### src/rtl/colgen_pkg.sv
package colgen_pkg;

  typedef enum logic {
    ORDER_SEQ = 1'b0,
    ORDER_ILV = 1'b1
  } order_e;

  // beats in a burst for a given log2 length code
  function automatic int beats_of(input int lg);
    return 1 << lg;
  endfunction

endpackage

### src/rtl/colgen_beat_addr.sv
module colgen_beat_addr
  import colgen_pkg::*;
#(
  parameter int COL_W  = 9,
  parameter int MAX_LG = 3,
  parameter int LG_W   = 2
) (
  input  logic [COL_W-1:0]  start,
  input  logic [LG_W-1:0]   lg,
  input  order_e            order,
  input  logic [MAX_LG-1:0] beat,
  output logic [COL_W-1:0]  col
);

  logic [COL_W-1:0] wrap_mask;
  logic [COL_W-1:0] beat_ext;
  logic [COL_W-1:0] low_part;

  always_comb begin
    wrap_mask = (COL_W'(1) << lg) - COL_W'(1);
    beat_ext  = COL_W'(beat);
    if (order == ORDER_ILV) low_part = start ^ beat_ext;
    else                    low_part = start + beat_ext;
    col = (start & ~wrap_mask) | (low_part & wrap_mask);
  end

endmodule

### src/rtl/colgen_seq.sv
module colgen_seq
  import colgen_pkg::*;
#(
  parameter int MAX_LG = 3,
  parameter int LG_W   = 2,
  localparam int PAIR_W = (MAX_LG > 1) ? MAX_LG - 1 : 1
) (
  input  logic              clk,
  input  logic              rst,
  input  logic              cmd_go,
  input  logic              cmd_rd,
  input  logic [LG_W-1:0]   cmd_lg,
  input  logic              stop_req,
  output logic              emit,
  output logic              emit_last,
  output logic [PAIR_W-1:0] pair
);

  logic              busy_q;
  logic              rd_q;
  logic [LG_W-1:0]   lg_q;
  logic [PAIR_W-1:0] nxt_q;

  function automatic logic [PAIR_W-1:0] final_pair(input logic [LG_W-1:0] l);
    return PAIR_W'(beats_of(int'(l)) / 2 - 1);
  endfunction

  always_comb begin
    emit      = 1'b0;
    emit_last = 1'b0;
    pair      = '0;
    if (cmd_go) begin
      emit      = 1'b1;
      emit_last = (final_pair(cmd_lg) == '0);
    end else if (busy_q) begin
      emit      = 1'b1;
      pair      = nxt_q;
      emit_last = (nxt_q == final_pair(lg_q)) || (stop_req && rd_q);
    end
  end

  always_ff @(posedge clk) begin
    if (rst) begin
      busy_q <= 1'b0;
      rd_q   <= 1'b0;
      lg_q   <= LG_W'(1);
      nxt_q  <= '0;
    end else begin
      if (cmd_go) begin
        rd_q <= cmd_rd;
        lg_q <= cmd_lg;
      end
      busy_q <= emit && !emit_last;
      nxt_q  <= pair + PAIR_W'(1);
    end
  end

endmodule

### src/rtl/colgen_burst.sv
module colgen_burst
  import colgen_pkg::*;
#(
  parameter int COL_W  = 9,
  parameter int MAX_LG = 3,
  parameter int LG_W   = $clog2(MAX_LG + 1)
) (
  input  logic             clk,
  input  logic             rst,
  input  logic             cmd_valid,
  input  logic             cmd_rd,
  input  logic [COL_W-1:0] cmd_col,
  input  logic [LG_W-1:0]  cfg_blen,
  input  logic             cfg_ilv,
  input  logic             stop_req,
  output logic             out_vld,
  output logic             out_last,
  output logic [COL_W-1:0] out_col_a,
  output logic [COL_W-1:0] out_col_b
);

  localparam int PAIR_W = (MAX_LG > 1) ? MAX_LG - 1 : 1;

  logic [LG_W-1:0]   cfg_lg;
  logic [COL_W-1:0]  start_q;
  logic [LG_W-1:0]   lg_q;
  order_e            order_q;
  logic [COL_W-1:0]  use_start;
  logic [LG_W-1:0]   use_lg;
  order_e            use_order;
  logic              emit;
  logic              emit_last;
  logic [PAIR_W-1:0] pair;
  logic [COL_W-1:0]  beat_col [2];

  // length code clean-up: 0 means shortest burst, too large means longest
  always_comb begin
    cfg_lg = cfg_blen;
    if (cfg_blen == '0)               cfg_lg = LG_W'(1);
    else if (int'(cfg_blen) > MAX_LG) cfg_lg = LG_W'(MAX_LG);
  end

  always_ff @(posedge clk) begin
    if (rst) begin
      start_q <= '0;
      lg_q    <= LG_W'(1);
      order_q <= ORDER_SEQ;
    end else if (cmd_valid) begin
      start_q <= cmd_col;
      lg_q    <= cfg_lg;
      order_q <= order_e'(cfg_ilv);
    end
  end

  // first pair comes straight from the command inputs
  always_comb begin
    use_start = cmd_valid ? cmd_col : start_q;
    use_lg    = cmd_valid ? cfg_lg : lg_q;
    use_order = cmd_valid ? order_e'(cfg_ilv) : order_q;
  end

  colgen_seq #(
    .MAX_LG(MAX_LG),
    .LG_W  (LG_W)
  ) u_seq (
    .clk      (clk),
    .rst      (rst),
    .cmd_go   (cmd_valid),
    .cmd_rd   (cmd_rd),
    .cmd_lg   (cfg_lg),
    .stop_req (stop_req),
    .emit     (emit),
    .emit_last(emit_last),
    .pair     (pair)
  );

  for (genvar g = 0; g < 2; g++) begin : g_edge
    colgen_beat_addr #(
      .COL_W (COL_W),
      .MAX_LG(MAX_LG),
      .LG_W  (LG_W)
    ) u_addr (
      .start(use_start),
      .lg   (use_lg),
      .order(use_order),
      .beat ({pair, 1'(g)}),
      .col  (beat_col[g])
    );
  end

  always_ff @(posedge clk) begin
    if (rst) begin
      out_vld   <= 1'b0;
      out_last  <= 1'b0;
      out_col_a <= '0;
      out_col_b <= '0;
    end else begin
      out_vld  <= emit;
      out_last <= emit && emit_last;
      if (emit) begin
        out_col_a <= beat_col[0];
        out_col_b <= beat_col[1];
      end
    end
  end

endmodule

### config.mk
export PLATFORM = sky130hd
export DESIGN_NAME = colgen_burst
export DESIGN_NICKNAME = d
export VERILOG_FILES = /design/src/rtl/colgen_pkg.sv /design/src/rtl/colgen_beat_addr.sv /design/src/rtl/colgen_seq.sv /design/src/rtl/colgen_burst.sv
export SDC_FILE = /design/constraint.sdc
export NUM_CORES = 1
export LEC_CHECK = 0
export ABC_CLOCK_PERIOD_IN_PS = 3020
export CORE_UTILIZATION = 25
export CTS_CLUSTER_SIZE = 16
export DETAILED_ROUTE_END_ITERATION = 16
export PLACE_DENSITY = 0.43
export REMOVE_ABC_BUFFERS = 1
export SKIP_CTS_REPAIR_TIMING = 1
export SLEW_MARGIN = 20
export SYNTH_ARGS = -nofsm -noshare
export SYNTH_HDL_FRONTEND = slang
export SYNTH_HIERARCHICAL = 1
export SYNTH_SLANG_ARGS = --single-unit
### constraint.sdc
create_clock -name clk -period 3.02 [get_ports clk]
set_clock_uncertainty 0.1 [all_clocks]
set_input_delay 0.604 -clock clk [delete_from_list [all_inputs] [get_ports clk]]
set_output_delay 0.604 -clock clk [all_outputs]
set_load 0.05 [all_outputs]
==> results.py <==
metrics = {
    "synthesis": {
        "postSynthAreaPerCell_um2": 9.95,
        "synth_edf_count": 0,
        "syn_inst": 222,
        "synthFlopType": "dfxtp_1",
        "synth_cell_types": 46,
        "synthTopCellsByArea": "dfxtp_1, mux2i_1, ha_1",
        "synth_common_cells": "dfxtp_1, nor2_1, mux2i_1",
        "syn_area_um2": 2210,
        "yosys_warnings": 6,
        "synth_area_leader_cell": "dfxtp_1",
        "synth_top_area_share_pct": 34.4,
        "ys_ff_latch": 38,
        "async_reset_ff_share_pct": 0,
        "yosysMostFrequentCell": "dfxtp_1",
        "synth_seq_area_share_pct": 34.4,
    },
    "timing": {
        "slew_headroom_pct": 65.8,
        "max_freq_ghz": 0.359,
        "hold_viol_final": 0,
        "maxSlewViolCount": 0,
        "final.min_clock_period_ps": 2790,
        "period_share_pct": 92.2,
        "setup_tns_ps": 0,
        "rsz0062_at_grt": "no",
        "report.final.setup_viol": 0,
        "tightest_slew_ps": 511,
    },
    "cts": {
        "cts_buffer_depth": 2,
        "tritoncts": "done",
        "insertion_delay_ps": 290,
        "cts-root-buf": "clkbuf_8",
        "clkTransAtPathRegs_ps": 80,
        "numClockSinks": 38,
        "h-tree-depth": 2,
        "cts_buffers": 5,
    },
    "drt": {
        "viasPerCell": 4.20,
        "drc": 0,
        "drtIter0Drc": 20,
        "wl_per_cell_um": 13.3,
        "dr.pass1.iters": 4,
        "ant_nets": 0,
        "dr_total_vias": 1608,
        "wirelength_um": 5080,
    },
    "global_route": {
        "grt-ovfl-total": 0,
        "antenna_found_initial": 0,
        "grt_pass1_wl_um": 8140,
        "grt_pass1_vias": 1598,
        "grtUsageTotal_pct": 11.9,
        "grt_max_degree": 28,
    },
    "power": {
        "peakVddDrop_mv": 0.205,
        "powerDensity_nw_per_um2": 464,
        "p_leak_nw": 1.29,
    },
    "worst_setup_path": {
        "startpoint_type": "input pin",
        "crit_type": "in2reg",
        "cp_max_fo": 7,
        "critPathArrivalTime_ps": 2920,
        "required_ps": 3150,
        "worst_setup_path_end_kind": "flip-flop",
    },
    "die": {
        "initial_core_util_pct": 26.3,
        "io_pins": 37,
        "die-area_um2": 9210,
        "die_x_um": 96.0,
        "fp-row-count": 33,
        "die_y_um": 96.0,
        "core_region_area_um2": 8380,
    },
    "worst_hold_path": {
        "min_path_type": "reg2reg",
    },
    "cells_and_area": {
        "finish.net_count": 307,
        "drive_above_1_share_pct": 20.5,
        "fin_util_pct": 34.9,
        "n_antenna_cell": 0,
        "syn_to_final_growth_pct": 32.4,
    },
    "place": {
        "post-dp-hpwl_um": 3870,
        "io_buffers": 36,
        "place_congestion": 0.762,
    },
    "flow_run": {
        "cap_violations": 0,
    },
    "outcome": {
        "status": "completed",
    },
}
critical path, cell delays in order:
cell and delay [ps]:
clkdlybuf4s50_1 450, buf_4 190, buf_4 170, nor2b_1 190
a21o_1 200, and2_1 220, inv_2 60, ha_1 300
a211oi_2 190, xor2_1 170, mux2i_1 90, nor2_1 80
layer usage:
| layer | routed length, um | vias up | global-route usage, % | share of wire (%) |
|---|---|---|---|---|
| met5 | 0 | - | 0 | 0 |
| met3 | 161 | 4 | 2.69 | 3.2 |
| li1 | - | 853 | - | - |
| met2 | 2130 | 27 | 18.3 | 42 |
| met4 | 53 | 0 | 4.10 | 1.0 |
| met1 | 2730 | 724 | 16.4 | 54 |
cell type report:
type                       count  area [um2]
sequential                    38         761
multi-input combinational    161        1340
inverter                      13        48.8
tap                          105         131
timing repair buffer          58         538
clock inverter                 3        40.0
fill                         861        5460
clock buffer                   5        68.8
report_power, final:
part           total, mW  leakage (nW)  internal (mW)  switching (mW)
clock network      0.431        0.0579          0.243           0.188
logic              0.376         0.922          0.170           0.207
registers          0.549         0.313          0.535          0.0143
through the flow:
| stage | hold slack, ps | setup WS [ps] | power, mW | cell area [um2] | instances |
|---|---|---|---|---|---|
| 2_1_floorplan | 347 | 772 | 0.797 | 2140 | 212 |
| 3_3_place_gp | 376 | -75.8 | 0.940 | 2810 | 375 |
| 3_5_place_dp | 382 | -82.1 | 0.940 | 2810 | 375 |
| 4_1_cts | 405 | 218 | 1.39 | 2920 | 383 |
| 5_1_grt | 423 | 26.4 | 1.43 | 2920 | 383 |
| 6_report | 392 | 235 | 1.36 | 2920 | 383 |
sequential cells by signal (all words and copies together), names as in the netlist:
signal and flops:
u_seq/nxt_q 2, out_col_b 9, out_last 1, out_vld 1, start_q 9, u_seq/lg_q 2
lg_q 2, out_col_a 9, order_q 1, u_seq/rd_q 1, u_seq/busy_q 1
cells in the final DEF (no fill, tap or decap), drive strengths merged, types with 6 or more instances in the layout:
cell / synthesis / routed
dfxtp: 38 / 38
xor2: 6 / 6
nor2b: 12 / 12
o21ai: 7 / 7
nand2: 9 / 9
ha: 11 / 11
and2b: 7 / 7
buf: 5 / 22
inv: 13 / 13
clkdlybuf4s50: 0 / 36
nor2: 23 / 23
mux2: 13 / 13
xnor2: 9 / 9
mux2i: 21 / 21
path summary, 6_finish.rpt:
| kind | from | end | slack, ps | depth (start not counted) |
|---|---|---|---|---|
| setup / recovery | cmd_valid | out_col_a[3] | 230 | 12 |
| hold / removal | u_seq/lg_q[0] | u_seq/lg_q[0] | 390 | 2 |
| setup reg to reg | u_seq/busy_q | out_col_b[8] | 910 | 9 |
| hold reg to reg | u_seq/lg_q[0] | u_seq/lg_q[0] | 390 | 2 |
logic make-up (layout without fill, tap and decap cells):
group	count (synthesis)	after routing	synth area share, %
mux	34	34	17.3
compound gates	23	23	8.22
simple gates	74	74	20.6
flops	38	38	34.4
buf+inv	23	79	5.10
other cells	2	2	0.340
fa+ha+maj	13	13	8.05
xor+xnor	15	15	5.95
(Power assumes the default switching activity.)
